<file path="config.mk">
export PLATFORM = sky130hd
export DESIGN_NAME = owr_segment
export DESIGN_NICKNAME = d
export VERILOG_FILES = /design/src/rtl/owr_pkg.sv /design/src/rtl/owr_mux2.sv /design/src/rtl/owr_in_cell.sv /design/src/rtl/owr_out_cell.sv /design/src/rtl/owr_segment.sv
export SDC_FILE = /design/constraint.sdc
export NUM_CORES = 1
export LEC_CHECK = 0
export ABC_AREA = 1
export BUFFER_PORTS_ARGS = -buffer_cell sky130_fd_sc_hd__buf_2
export CAP_MARGIN = 15
export CORE_UTILIZATION = 53
export DETAILED_ROUTE_END_ITERATION = 10
export HOLD_SLACK_MARGIN = 0.15
export PLACE_DENSITY = 0.78
export SLEW_MARGIN = 15
export SYNTH_ARGS = -nofsm -noshare
export SYNTH_HDL_FRONTEND = slang
export SYNTH_SLANG_ARGS = --single-unit
</file>
<file path="constraint.sdc">
create_clock -name clk -period 2.23 [get_ports clk]
set_input_delay 0.446 -clock clk [delete_from_list [all_inputs] [get_ports clk]]
set_output_delay 0.446 -clock clk [all_outputs]
set_load 0.05 [all_outputs]
</file>
<file path="src/rtl/owr_pkg.sv">
// Shared definitions for the ring-oscillation wrapper segment.
// Assumes all controls are synchronous to the scan clock.
package owr_pkg;
    typedef struct packed {
        logic ring_mode;
        logic test_mode;
        logic shift_en;
        logic capture_en;
        logic update_en;
    } owr_ctrl_t;
endpackage

</file>
<file path="src/rtl/owr_mux2.sv">
// Plain 2:1 multiplexer used for every path choice in the cells.
// Assumes nothing; purely combinational.
module owr_mux2 #(
    parameter int W = 1
) (
    input  logic         pick,
    input  logic [W-1:0] a0,
    input  logic [W-1:0] a1,
    output logic [W-1:0] y
);
    // select between the two inputs
    always_comb y = pick ? a1 : a0;
endmodule

</file>
<file path="src/rtl/owr_in_cell.sv">
// Input-pin wrapper cell with a ring-oscillation bypass.
// Scan order inside the cell: si -> data_q -> sel_q -> so.
// In ring mode, sel_q chooses pin_in (1) or si (0) for so; storage is frozen.
// Assumes ring mode is entered only after sel_q was loaded by shifting.
module owr_in_cell
    import owr_pkg::*;
(
    input  logic      clk,
    input  logic      rst_n,
    input  owr_ctrl_t ctrl,
    input  logic      si,
    input  logic      pin_in,
    output logic      so,
    output logic      core_in
);
    logic data_q;
    logic sel_q;
    logic upd_q;
    logic ring_bit;
    logic live;

    assign live = !ctrl.ring_mode;

    // scan, capture and select storage; frozen while ring mode is on
    always_ff @(posedge clk) begin
        if (!rst_n) begin
            data_q <= 1'b0;
            sel_q  <= 1'b0;
        end else if (live) begin
            if (ctrl.shift_en) begin
                data_q <= si;
                sel_q  <= data_q;
            end else if (ctrl.capture_en) begin
                data_q <= pin_in;
            end
        end
    end

    // update stage feeding the core in test mode
    always_ff @(posedge clk) begin
        if (!rst_n)
            upd_q <= 1'b0;
        else if (live && ctrl.update_en)
            upd_q <= data_q;
    end

    // first added mux: pin or scan input onto the ring
    owr_mux2 #(.W(1)) u_ring_src (
        .pick (sel_q),
        .a0   (si),
        .a1   (pin_in),
        .y    (ring_bit)
    );

    // second added mux: normal scan output or ring path
    owr_mux2 #(.W(1)) u_so_mode (
        .pick (ctrl.ring_mode),
        .a0   (sel_q),
        .a1   (ring_bit),
        .y    (so)
    );

    // normal cell core-side mux
    owr_mux2 #(.W(1)) u_core_drv (
        .pick (ctrl.test_mode),
        .a0   (pin_in),
        .a1   (upd_q),
        .y    (core_in)
    );

    AST_IN_SEL_FROZEN: assert property (@(posedge clk) disable iff (!rst_n)
        ctrl.ring_mode |=> $stable(sel_q) && $stable(data_q) && $stable(upd_q));
    AST_IN_SHIFT_STEP: assert property (@(posedge clk) disable iff (!rst_n)
        (live && ctrl.shift_en) |=> (sel_q == $past(data_q)) && (data_q == $past(si)));
    AST_IN_CAPTURE: assert property (@(posedge clk) disable iff (!rst_n)
        (live && !ctrl.shift_en && ctrl.capture_en) |=> (data_q == $past(pin_in)) && $stable(sel_q));
    AST_IN_RING_PIN: assert property (@(posedge clk) disable iff (!rst_n)
        (ctrl.ring_mode && sel_q) |-> (so == pin_in));
endmodule

</file>
<file path="src/rtl/owr_out_cell.sv">
// Output-pin wrapper cell with a ring-oscillation bypass.
// Scan order inside the cell: si -> data_q -> so.
// In ring mode, si (kept when upd_q=1, complemented when upd_q=0) drives both
// so and pin_out; storage is frozen. Assumes upd_q was set before the session.
module owr_out_cell
    import owr_pkg::*;
(
    input  logic      clk,
    input  logic      rst_n,
    input  owr_ctrl_t ctrl,
    input  logic      si,
    input  logic      core_out,
    output logic      so,
    output logic      pin_out
);
    logic data_q;
    logic upd_q;
    logic ring_bit;
    logic norm_pin;
    logic live;
    logic si_n;

    assign live = !ctrl.ring_mode;
    assign si_n = ~si;

    // scan and capture storage; frozen while ring mode is on
    always_ff @(posedge clk) begin
        if (!rst_n)
            data_q <= 1'b0;
        else if (live) begin
            if (ctrl.shift_en)
                data_q <= si;
            else if (ctrl.capture_en)
                data_q <= core_out;
        end
    end

    // update stage: pin value in test mode, inversion control in ring mode
    always_ff @(posedge clk) begin
        if (!rst_n)
            upd_q <= 1'b0;
        else if (live && ctrl.update_en)
            upd_q <= data_q;
    end

    // first added mux: true or complemented scan input
    owr_mux2 #(.W(1)) u_polarity (
        .pick (upd_q),
        .a0   (si_n),
        .a1   (si),
        .y    (ring_bit)
    );

    // normal cell pin-side mux
    owr_mux2 #(.W(1)) u_pin_norm (
        .pick (ctrl.test_mode),
        .a0   (core_out),
        .a1   (upd_q),
        .y    (norm_pin)
    );

    // second added mux: normal or ring value on both pin and scan output
    owr_mux2 #(.W(2)) u_ring_sel (
        .pick (ctrl.ring_mode),
        .a0   ({norm_pin, data_q}),
        .a1   ({ring_bit, ring_bit}),
        .y    ({pin_out, so})
    );

    AST_OUT_INV_FROZEN: assert property (@(posedge clk) disable iff (!rst_n)
        ctrl.ring_mode |=> $stable(upd_q) && $stable(data_q));
    AST_OUT_RING_AGREE: assert property (@(posedge clk) disable iff (!rst_n)
        ctrl.ring_mode |-> (pin_out == so));
    AST_OUT_SHIFT_STEP: assert property (@(posedge clk) disable iff (!rst_n)
        (live && ctrl.shift_en) |=> (data_q == $past(si)));
    AST_OUT_UPDATE: assert property (@(posedge clk) disable iff (!rst_n)
        (live && ctrl.update_en) |=> (upd_q == $past(data_q)));
endmodule

</file>
<file path="src/rtl/owr_segment.sv">
// Segment of boundary wrapper cells: N_IN input cells then N_OUT output cells
// on one scan path. Normal wrapper behaviour when ring_mode=0; combinational
// ring-oscillation paths when ring_mode=1. Assumes synchronous controls.
module owr_segment
    import owr_pkg::*;
#(
    parameter int N_IN  = 4,
    parameter int N_OUT = 4
) (
    input  logic             clk,
    input  logic             rst_n,
    input  logic             ring_mode,
    input  logic             test_mode,
    input  logic             shift_en,
    input  logic             capture_en,
    input  logic             update_en,
    input  logic             scan_in,
    output logic             scan_out,
    input  logic [N_IN-1:0]  pin_in,
    output logic [N_IN-1:0]  core_in,
    input  logic [N_OUT-1:0] core_out,
    output logic [N_OUT-1:0] pin_out
);
    localparam int N_CELLS = N_IN + N_OUT;

    owr_ctrl_t           ctrl;
    logic [N_CELLS:0]    link;

    // bundle controls for the cells
    always_comb begin
        ctrl.ring_mode  = ring_mode;
        ctrl.test_mode  = test_mode;
        ctrl.shift_en   = shift_en;
        ctrl.capture_en = capture_en;
        ctrl.update_en  = update_en;
    end

    assign link[0]  = scan_in;
    assign scan_out = link[N_CELLS];

    for (genvar gi = 0; gi < N_IN; gi++) begin : g_in
        owr_in_cell u_cell (
            .clk     (clk),
            .rst_n   (rst_n),
            .ctrl    (ctrl),
            .si      (link[gi]),
            .pin_in  (pin_in[gi]),
            .so      (link[gi+1]),
            .core_in (core_in[gi])
        );
    end

    for (genvar go = 0; go < N_OUT; go++) begin : g_out
        owr_out_cell u_cell (
            .clk      (clk),
            .rst_n    (rst_n),
            .ctrl     (ctrl),
            .si       (link[N_IN+go]),
            .core_out (core_out[go]),
            .so       (link[N_IN+go+1]),
            .pin_out  (pin_out[go])
        );
    end

    AST_SEG_PASS_THROUGH: assert property (@(posedge clk) disable iff (!rst_n)
        (!ring_mode && !test_mode) |-> (core_in == pin_in) && (pin_out == core_out));
endmodule

</file>
==> results of run 1 <==
==> logic make-up after synthesis <==
logic type	after synthesis	share of synthesized area
DFF	20	0.339
buffers and inverters	31	0.143
and+or+nand+nor	59	0.255
AOI/OAI and AO/OA	54	0.264
==> worst max-delay path by stage <==
stage                                     from  depth (start not counted)    endpoint
after floorplan                      ring_mode                         17  pin_out[3]
after global placement               ring_mode                         14  pin_out[3]
after detailed placement             ring_mode                         14  pin_out[3]
after CTS                 g_in[1].u_cell.sel_q                         16  pin_out[3]
after global routing      g_in[0].u_cell.sel_q                         17  pin_out[3]
final                     g_in[0].u_cell.sel_q                         17  pin_out[3]
==> metal layers <==
layer / GRT usage / vias up / share of wire / wire length (um)
li1: - / 604 / - / -
met1: 0.327 / 581 / 0.41 / 1360
met2: 0.443 / 71 / 0.50 / 1680
met3: 0.0685 / 4 / 0.078 / 258
met4: 0.0833 / 0 / 0.0075 / 25
met5: 0 / - / 0 / 0
==> through the flow <==
stage,util,setup WS (ns),setup TNS [ns]
final,0.731,-0.249,-0.781
after floorplan,-,0.0648,0
after CTS,0.712,-0.152,-0.414
after global routing,0.731,-0.368,-1.38
after detailed placement,0.642,-0.235,-0.863
after global placement,0.642,-0.162,-0.413
==> cell usage after synthesis, drive strengths merged <==
cell / count / share of area
dfxtp: 20 / 0.34
nor2: 12 / 0.038
a211oi: 1 / 0.0064
buf: 11 / 0.079
o22ai: 1 / 0.0053
a31oi: 1 / 0.0053
nand4: 2 / 0.011
nand2: 35 / 0.13
a221oi: 2 / 0.015
o21ai: 29 / 0.14
clkbuf: 2 / 0.0064
o211ai: 1 / 0.0064
inv: 18 / 0.057
a21oi: 19 / 0.080
nand3: 10 / 0.072
==> state kept, by name, summed over array words and instances, names as in the netlist <==
| signal | flops |
|---|---|
| g_in.u_cell.data_q | 4 |
| g_in.u_cell.sel_q | 4 |
| g_in.u_cell.upd_q | 4 |
| g_out.u_cell.data_q | 4 |
| g_out.u_cell.upd_q | 4 |
==> area by class of cell <==
cell class / count / area, um2
multi-input combinational: 113 / 668
clock inverter: 1 / 30.0
clock buffer: 3 / 22.5
inverter: 18 / 67.6
tap: 27 / 33.8
sequential: 20 / 405
fill: 161 / 543
timing repair buffer: 38 / 251
==> critical path, delay by kind of cell, from the launching register on <==
family,cells,cell delay [ns]
buffers and inverters,2,0.22
flip-flops,1,0.35
AND/OR/NAND/NOR,15,1.16
==> power by group through the flow <==
stage               clock (mW)  combinational [mW]  sequential (mW)
floorplan                    0               0.207            0.403
global placement             0               0.245            0.406
detailed placement           0               0.251            0.407
CTS                      0.309               0.286            0.400
global route             0.323               0.325            0.404
finish                   0.306               0.306            0.401
==> what timing repair did <==
item / CTS / global route
gates resized for setup: 20 / 5
hold buffers: 0 / 0
pin swaps: 3 / 6
endpoints found under the setup margin: 4 / 5
buffers inserted: 4 / 2
==> impl_metrics.prom, run 1 <==
# TYPE chip_impl_metric gauge
chip_impl_info{name="status",value="complete, but fails checks"} 1
chip_impl_info{name="failed_checks",value="negative setup slack"} 1
chip_impl_metric{name="post_synth.cell_area_avg",unit="um2"} 7.21
chip_impl_metric{name="irDropWorstVdd",unit="mV"} 0.598
chip_impl_metric{name="core_region_area",unit="um2"} 2020
chip_impl_info{name="start_kind",value="flop"} 1
chip_impl_metric{name="dieWidth",unit="um"} 49.2
chip_impl_info{name="regToRegStartpoint",value="g_in[0].u_cell.sel_q"} 1
chip_impl_metric{name="place.detailed.hpwl",unit="um"} 2110
chip_impl_metric{name="port_buffers",unit=""} 24
chip_impl_metric{name="initialDrtViolationCount",unit=""} 66
chip_impl_metric{name="worst-slew-pin-transition",unit="ns"} 0.868
chip_impl_metric{name="critical_path_required",unit="ns"} 1.78
chip_impl_info{name="critical-path-top-cell-by-count",value="sky130_fd_sc_hd__nand2_2"} 1
chip_impl_info{name="worst_setup_path_end_kind",value="primary output"} 1
chip_impl_metric{name="fp-row-count",unit=""} 16
chip_impl_metric{name="p_switching",unit="uW"} 342
chip_impl_info{name="timing.hold.worst.class",value="in2reg"} 1
chip_impl_metric{name="wp_data_arrival",unit="ns"} 2.03
chip_impl_metric{name="worst_hold_path.num_cells",unit=""} 3
chip_impl_metric{name="dpl-instance-area",unit="um2"} 1300
chip_impl_info{name="cts_tree",value="yes"} 1
chip_impl_metric{name="timing.max_slew.rel_slack",unit=""} 0.418
chip_impl_info{name="worst_hold_path.endpoint",value="g_in[0].u_cell.data_q"} 1
chip_impl_metric{name="report.final.slew_viol_count",unit=""} 0
chip_impl_metric{name="placed_cells_incl_taps",unit=""} 210
chip_impl_metric{name="detail-route-antenna-nets",unit=""} 0
chip_impl_metric{name="logic_pwr_share",unit=""} 0.302
chip_impl_metric{name="initial_cell_density_of_the_core",unit=""} 0.585
chip_impl_metric{name="area_growth",unit="%"} 25.1
chip_impl_info{name="rsz0062_at_grt",value="true"} 1
chip_impl_metric{name="first_pass_iters",unit=""} 4
chip_impl_metric{name="ys_warn_count",unit=""} 0
chip_impl_metric{name="timing.final.crit_period",unit="ns"} 2.48
chip_impl_metric{name="global_route_wire_length_before_repair",unit="um"} 4950
chip_impl_metric{name="cts-root-to-sink-buffers",unit=""} 2
chip_impl_metric{name="finalNonFillerCells",unit=""} 220
chip_impl_metric{name="globalplace.congestion",unit=""} 0.864
chip_impl_info{name="hold_path.startpoint",value="scan_in"} 1
chip_impl_metric{name="sequentialPowerShare",unit=""} 0.396
chip_impl_info{name="worst_r2r_endpoint",value="g_out[0].u_cell.data_q"} 1
chip_impl_info{name="timing.critical_path.cells",value="inv_2 > nand2_2 > nand3_2 > nand2_2 > nand2_2 > nand2_2 > nand2_4 > nand2_4 > nand2_4 > nand3_4 > nand2_2 > nand3_2 > nand2_2 > nand2_2 > nand3_2 > nand2_2 > buf_6"} 1
chip_impl_info{name="cts.root.buffer_cell",value="sky130_fd_sc_hd__clkbuf_4"} 1
chip_impl_metric{name="synth_seq_cells",unit=""} 20
chip_impl_metric{name="largest_stage_delay_worst_path",unit="ns"} 0.35
chip_impl_metric{name="seq_area_frac_synth",unit=""} 0.339
chip_impl_metric{name="layout.nets",unit=""} 210
chip_impl_info{name="critPathSlowestCell",value="sky130_fd_sc_hd__dfxtp_2"} 1
chip_impl_metric{name="clock_insertion_delay_worst_skew",unit="ns"} 0.31
chip_impl_metric{name="tritoncts.num_buffers",unit=""} 3
chip_impl_metric{name="pwr-share-clk",unit=""} 0.302
chip_impl_metric{name="synth_unique_cells",unit=""} 20
chip_impl_metric{name="hold-worst-slack",unit="ns"} 0.418
chip_impl_metric{name="ff2ff_path_depth",unit=""} 10
chip_impl_metric{name="clock_skew",unit="ns"} 0.00668
chip_impl_metric{name="num_io_pins",unit=""} 25
chip_impl_metric{name="clock-sinks",unit=""} 20
chip_impl_metric{name="grt_start_max_net_pins",unit=""} 18
chip_impl_metric{name="dieHeight",unit="um"} 49.2
chip_impl_metric{name="final-setup-viol-count",unit=""} 5
chip_impl_metric{name="leakage",unit="nW"} 0.688
chip_impl_metric{name="drt-total-wl",unit="um"} 3330
chip_impl_metric{name="layout.cell_area.non_filler",unit="um2"} 1480
chip_impl_metric{name="total_power",unit="mW"} 1.01
chip_impl_metric{name="post-route-drc-count",unit=""} 0
chip_impl_info{name="worst-setup-path-type",value="reg2out"} 1
chip_impl_metric{name="synthesis.area",unit="um2"} 1180
chip_impl_metric{name="h-tree-depth",unit=""} 1
chip_impl_metric{name="grt_util_all_layers",unit=""} 0.264
chip_impl_metric{name="die_area",unit="um2"} 2420
chip_impl_metric{name="syn_nets",unit=""} 180
chip_impl_metric{name="number_of_antenna_violations_at_the_first_check_in_global_routing",unit=""} 0
chip_impl_metric{name="via_count_of_the_first_global_routing_pass",unit=""} 1144
chip_impl_metric{name="p_per_area",unit="nW/um2"} 685
chip_impl_metric{name="detailroute.via_count",unit=""} 1260
chip_impl_metric{name="vias_per_cell",unit=""} 5.73
chip_impl_metric{name="antennaDiodeCount",unit=""} 0
chip_impl_metric{name="ff_to_ff_setup_slack",unit="ns"} 0.91
chip_impl_info{name="mostFrequentLayoutCell",value="sky130_fd_sc_hd__o21ai_0"} 1
chip_impl_metric{name="cell_internal_pwr",unit="uW"} 671
chip_impl_metric{name="critical_path_peak_fanout",unit=""} 3
chip_impl_metric{name="cap_viol_max_count",unit=""} 0
chip_impl_metric{name="synthesis.instances",unit=""} 164
chip_impl_metric{name="switching_share",unit=""} 0.337
chip_impl_metric{name="globalRoute.totalOverflow",unit=""} 0
chip_impl_info{name="layout.cells.most_common_list",value="sky130_fd_sc_hd__o21ai_0 (25), sky130_fd_sc_hd__nand2_1 (21), sky130_fd_sc_hd__a21oi_1 (19)"} 1
chip_impl_metric{name="layout_worst_path_cycle_share",unit=""} 1.11
chip_impl_metric{name="fmax",unit="MHz"} 403
chip_impl_metric{name="timing_hold_violations_final",unit=""} 0
chip_impl_metric{name="clk_transition_reported_paths",unit="ns"} 0.13
chip_impl_metric{name="wl_per_cell",unit="um"} 15.1
chip_impl_metric{name="layout-drive-gt1-share",unit=""} 0.373
chip_impl_metric{name="final_critical_path_setup_slack",unit="ns"} -0.249
Power figures use the tool's default switching activity.
==> inputs of run 2 (changes only) <==
- RECOVER_POWER: unset -> 25
==> run 2 against run 1 <==
The flow still finishes with violations (negative setup slack). Fmax barely moved. Flip-flop and latch count did not move. Routed wire length did not move. Global-route usage did not move. Non-clock buffer count did not move. Die area did not move. Via count fell by 0.32%. Critical path depth did not move. Core utilization fell by 0.25 points. Highest routed layer unchanged. Sequential share of layout area rose by 0.093 points. Power fell by 0.31%. Count of clock-buffer cells in the layout did not move.
==> impl_metrics.prom, run 2 (synthesized netlist as in run 1, its figures left out) <==
# TYPE chip_impl_metric gauge
chip_impl_info{name="status",value="complete, but fails checks"} 1
chip_impl_info{name="failed_checks",value="negative setup slack"} 1
chip_impl_metric{name="layout.nets",unit=""} 210
chip_impl_metric{name="clock_insertion_delay_worst_skew",unit="ns"} 0.31
chip_impl_metric{name="report.final.slew_viol_count",unit=""} 0
chip_impl_metric{name="wl_per_cell",unit="um"} 15.1
chip_impl_metric{name="globalRoute.totalOverflow",unit=""} 0
chip_impl_metric{name="cap_viol_max_count",unit=""} 0
chip_impl_metric{name="fp-row-count",unit=""} 16
chip_impl_metric{name="number_of_antenna_violations_at_the_first_check_in_global_routing",unit=""} 0
chip_impl_metric{name="post-route-drc-count",unit=""} 0
chip_impl_metric{name="drt-total-wl",unit="um"} 3330
chip_impl_metric{name="critical_path_required",unit="ns"} 1.78
chip_impl_metric{name="timing.max_slew.rel_slack",unit=""} 0.407
chip_impl_info{name="critical-path-top-cell-by-count",value="sky130_fd_sc_hd__nand2_2"} 1
chip_impl_info{name="timing.critical_path.cells",value="inv_2 > nand2_2 > nand3_2 > nand2_2 > nand2_2 > nand2_2 > nand2_4 > nand2_4 > nand2_4 > nand3_4 > nand2_2 > nand3_2 > nand2_2 > nand2_2 > nand3_2 > nand2_2 > buf_6"} 1
chip_impl_metric{name="final_critical_path_setup_slack",unit="ns"} -0.251
chip_impl_metric{name="detailroute.via_count",unit=""} 1256
chip_impl_metric{name="detailroute.wirelength.met2",unit="um"} 1630
chip_impl_metric{name="holdBufCountCts",unit=""} 0
chip_impl_metric{name="cp_num_buf_inv",unit=""} 2
chip_impl_info{name="cts_tree",value="yes"} 1
chip_impl_metric{name="dieHeight",unit="um"} 49.2
chip_impl_metric{name="timing.final.crit_period",unit="ns"} 2.48
chip_impl_metric{name="grt_util_all_layers",unit=""} 0.264
chip_impl_metric{name="die_area",unit="um2"} 2420
chip_impl_metric{name="clock-sinks",unit=""} 20
chip_impl_metric{name="tritoncts.num_buffers",unit=""} 3
chip_impl_metric{name="initial_cell_density_of_the_core",unit=""} 0.585
chip_impl_info{name="dr.max_layer_used",value="met4"} 1
chip_impl_metric{name="p_per_area",unit="nW/um2"} 685
chip_impl_metric{name="timing_hold_violations_final",unit=""} 0
chip_impl_info{name="timing.hold.worst.class",value="in2reg"} 1
chip_impl_info{name="cts.root.buffer_cell",value="sky130_fd_sc_hd__clkbuf_4"} 1
chip_impl_metric{name="dieWidth",unit="um"} 49.2
chip_impl_metric{name="first_pass_iters",unit=""} 4
chip_impl_info{name="layout.cells.most_common_list",value="sky130_fd_sc_hd__o21ai_0 (25), sky130_fd_sc_hd__nand2_1 (21), sky130_fd_sc_hd__a21oi_1 (19)"} 1
chip_impl_metric{name="vias_per_cell",unit=""} 5.71
chip_impl_metric{name="grt_start_max_net_pins",unit=""} 18
chip_impl_info{name="worst_setup_path_end_kind",value="primary output"} 1
chip_impl_metric{name="core_region_area",unit="um2"} 2020
chip_impl_metric{name="final-setup-viol-count",unit=""} 5
chip_impl_metric{name="port_buffers",unit=""} 24
chip_impl_metric{name="critical_path_peak_fanout",unit=""} 3
chip_impl_info{name="critPathSlowestCell",value="sky130_fd_sc_hd__dfxtp_2"} 1
chip_impl_metric{name="routedLengthMet1",unit="um"} 1330
chip_impl_metric{name="total_power",unit="mW"} 1.01
chip_impl_metric{name="global_route_wire_length_before_repair",unit="um"} 4950
chip_impl_metric{name="largest_stage_delay_worst_path",unit="ns"} 0.35
chip_impl_info{name="mostFrequentLayoutCell",value="sky130_fd_sc_hd__o21ai_0"} 1
chip_impl_metric{name="clk_transition_reported_paths",unit="ns"} 0.12
chip_impl_metric{name="worst-slew-pin-transition",unit="ns"} 0.883
chip_impl_metric{name="place.detailed.hpwl",unit="um"} 2110
chip_impl_metric{name="wp_data_arrival",unit="ns"} 2.03
chip_impl_metric{name="fmax",unit="MHz"} 403
chip_impl_metric{name="globalplace.congestion",unit=""} 0.864
chip_impl_metric{name="fillers",unit=""} 162
chip_impl_info{name="start_kind",value="flop"} 1
chip_impl_metric{name="cts-root-to-sink-buffers",unit=""} 2
chip_impl_metric{name="clock_skew",unit="ns"} 0.00717
chip_impl_info{name="rsz0062_at_grt",value="true"} 1
chip_impl_metric{name="h-tree-depth",unit=""} 1
chip_impl_metric{name="area_growth",unit="%"} 24.7
chip_impl_metric{name="fin_setup_tns",unit="ns"} -0.776
chip_impl_metric{name="irDropWorstVdd",unit="mV"} 0.595
chip_impl_metric{name="antennaDiodeCount",unit=""} 0
chip_impl_metric{name="wl_met3",unit="um"} 319
chip_impl_metric{name="initialDrtViolationCount",unit=""} 66
chip_impl_info{name="worst-setup-path-type",value="reg2out"} 1
chip_impl_metric{name="detail-route-antenna-nets",unit=""} 0
chip_impl_metric{name="leakage",unit="nW"} 0.681
chip_impl_info{name="path_delay_family",value="simple AND/OR/NAND/NOR gates"} 1
chip_impl_metric{name="layout-drive-gt1-share",unit=""} 0.363
chip_impl_metric{name="layout_worst_path_cycle_share",unit=""} 1.11
chip_impl_metric{name="via_count_of_the_first_global_routing_pass",unit=""} 1144
chip_impl_metric{name="num_io_pins",unit=""} 25
-- run 2: report_power, final --
| part | internal (mW) | leakage (nW) | switching, mW |
|---|---|---|---|
| Sequential | 0.382 | 0.166 | 0.0189 |
| Clock | 0.182 | 0.0279 | 0.123 |
| Combinational | 0.106 | 0.487 | 0.198 |
-- run 2: cell type report --
| class | instances | area, um2 | area share |
|---|---|---|---|
| Sequential cell | 20 | 405 | 0.275 |
| Tap cell | 27 | 33.8 | 0.0229 |
| Timing Repair Buffer | 38 | 246 | 0.167 |
| Clock buffer | 3 | 22.5 | 0.0153 |
| Multi-Input combinational cell | 113 | 668 | 0.453 |
| Inverter | 18 | 67.6 | 0.0458 |
| Clock inverter | 1 | 30.0 | 0.0204 |
-- run 2: stage by stage --
stage | setup WS [ns] | util | hold slack, ns | cells | instance area, um2
3_5_place_dp | -0.235 | 0.642 | 0.464 | 210 | 1300
5_1_grt | -0.368 | 0.729 | 0.427 | 220 | 1470
4_1_cts | -0.152 | 0.712 | 0.416 | 218 | 1440
2_1_floorplan | 0.0648 | - | 0.438 | 164 | 1180
6_report | -0.251 | 0.729 | 0.420 | 220 | 1470
3_3_place_gp | -0.162 | 0.642 | 0.456 | 210 | 1300
-- run 2: worst paths after layout --
path	cells after the start	to	start	slack, ns
setup reg to reg	9	g_out[0].u_cell.data_q	g_in[1].u_cell.sel_q	0.90
hold reg to reg	2	g_out[2].u_cell.data_q	g_out[1].u_cell.data_q	0.49
hold / removal	3	g_in[0].u_cell.data_q	scan_in	0.42
setup / recovery	17	pin_out[3]	g_in[0].u_cell.sel_q	-0.25
-- run 2: repair_timing --
item | CTS | global route
pin swaps | 3 | 6
resized for setup | 20 | 5
hold endpoints to repair | 0 | 0
buffers inserted | 4 | 2
setup endpoints to repair | 4 | 5
gates cloned | 0 | 0
-- run 2: layer usage --
metal | global-route usage | vias to the layer above
met4 | 0.0833 | 0
met2 | 0.443 | 77
met1 | 0.327 | 568
met5 | 0 | -
li1 | - | 603
met3 | 0.0685 | 8
-- run 2: tightest hold or removal path: stages --
cell	delay, ns
sky130_fd_sc_hd__buf_2	0.11
sky130_fd_sc_hd__nand2_1	0.06
sky130_fd_sc_hd__a31oi_1	0.08
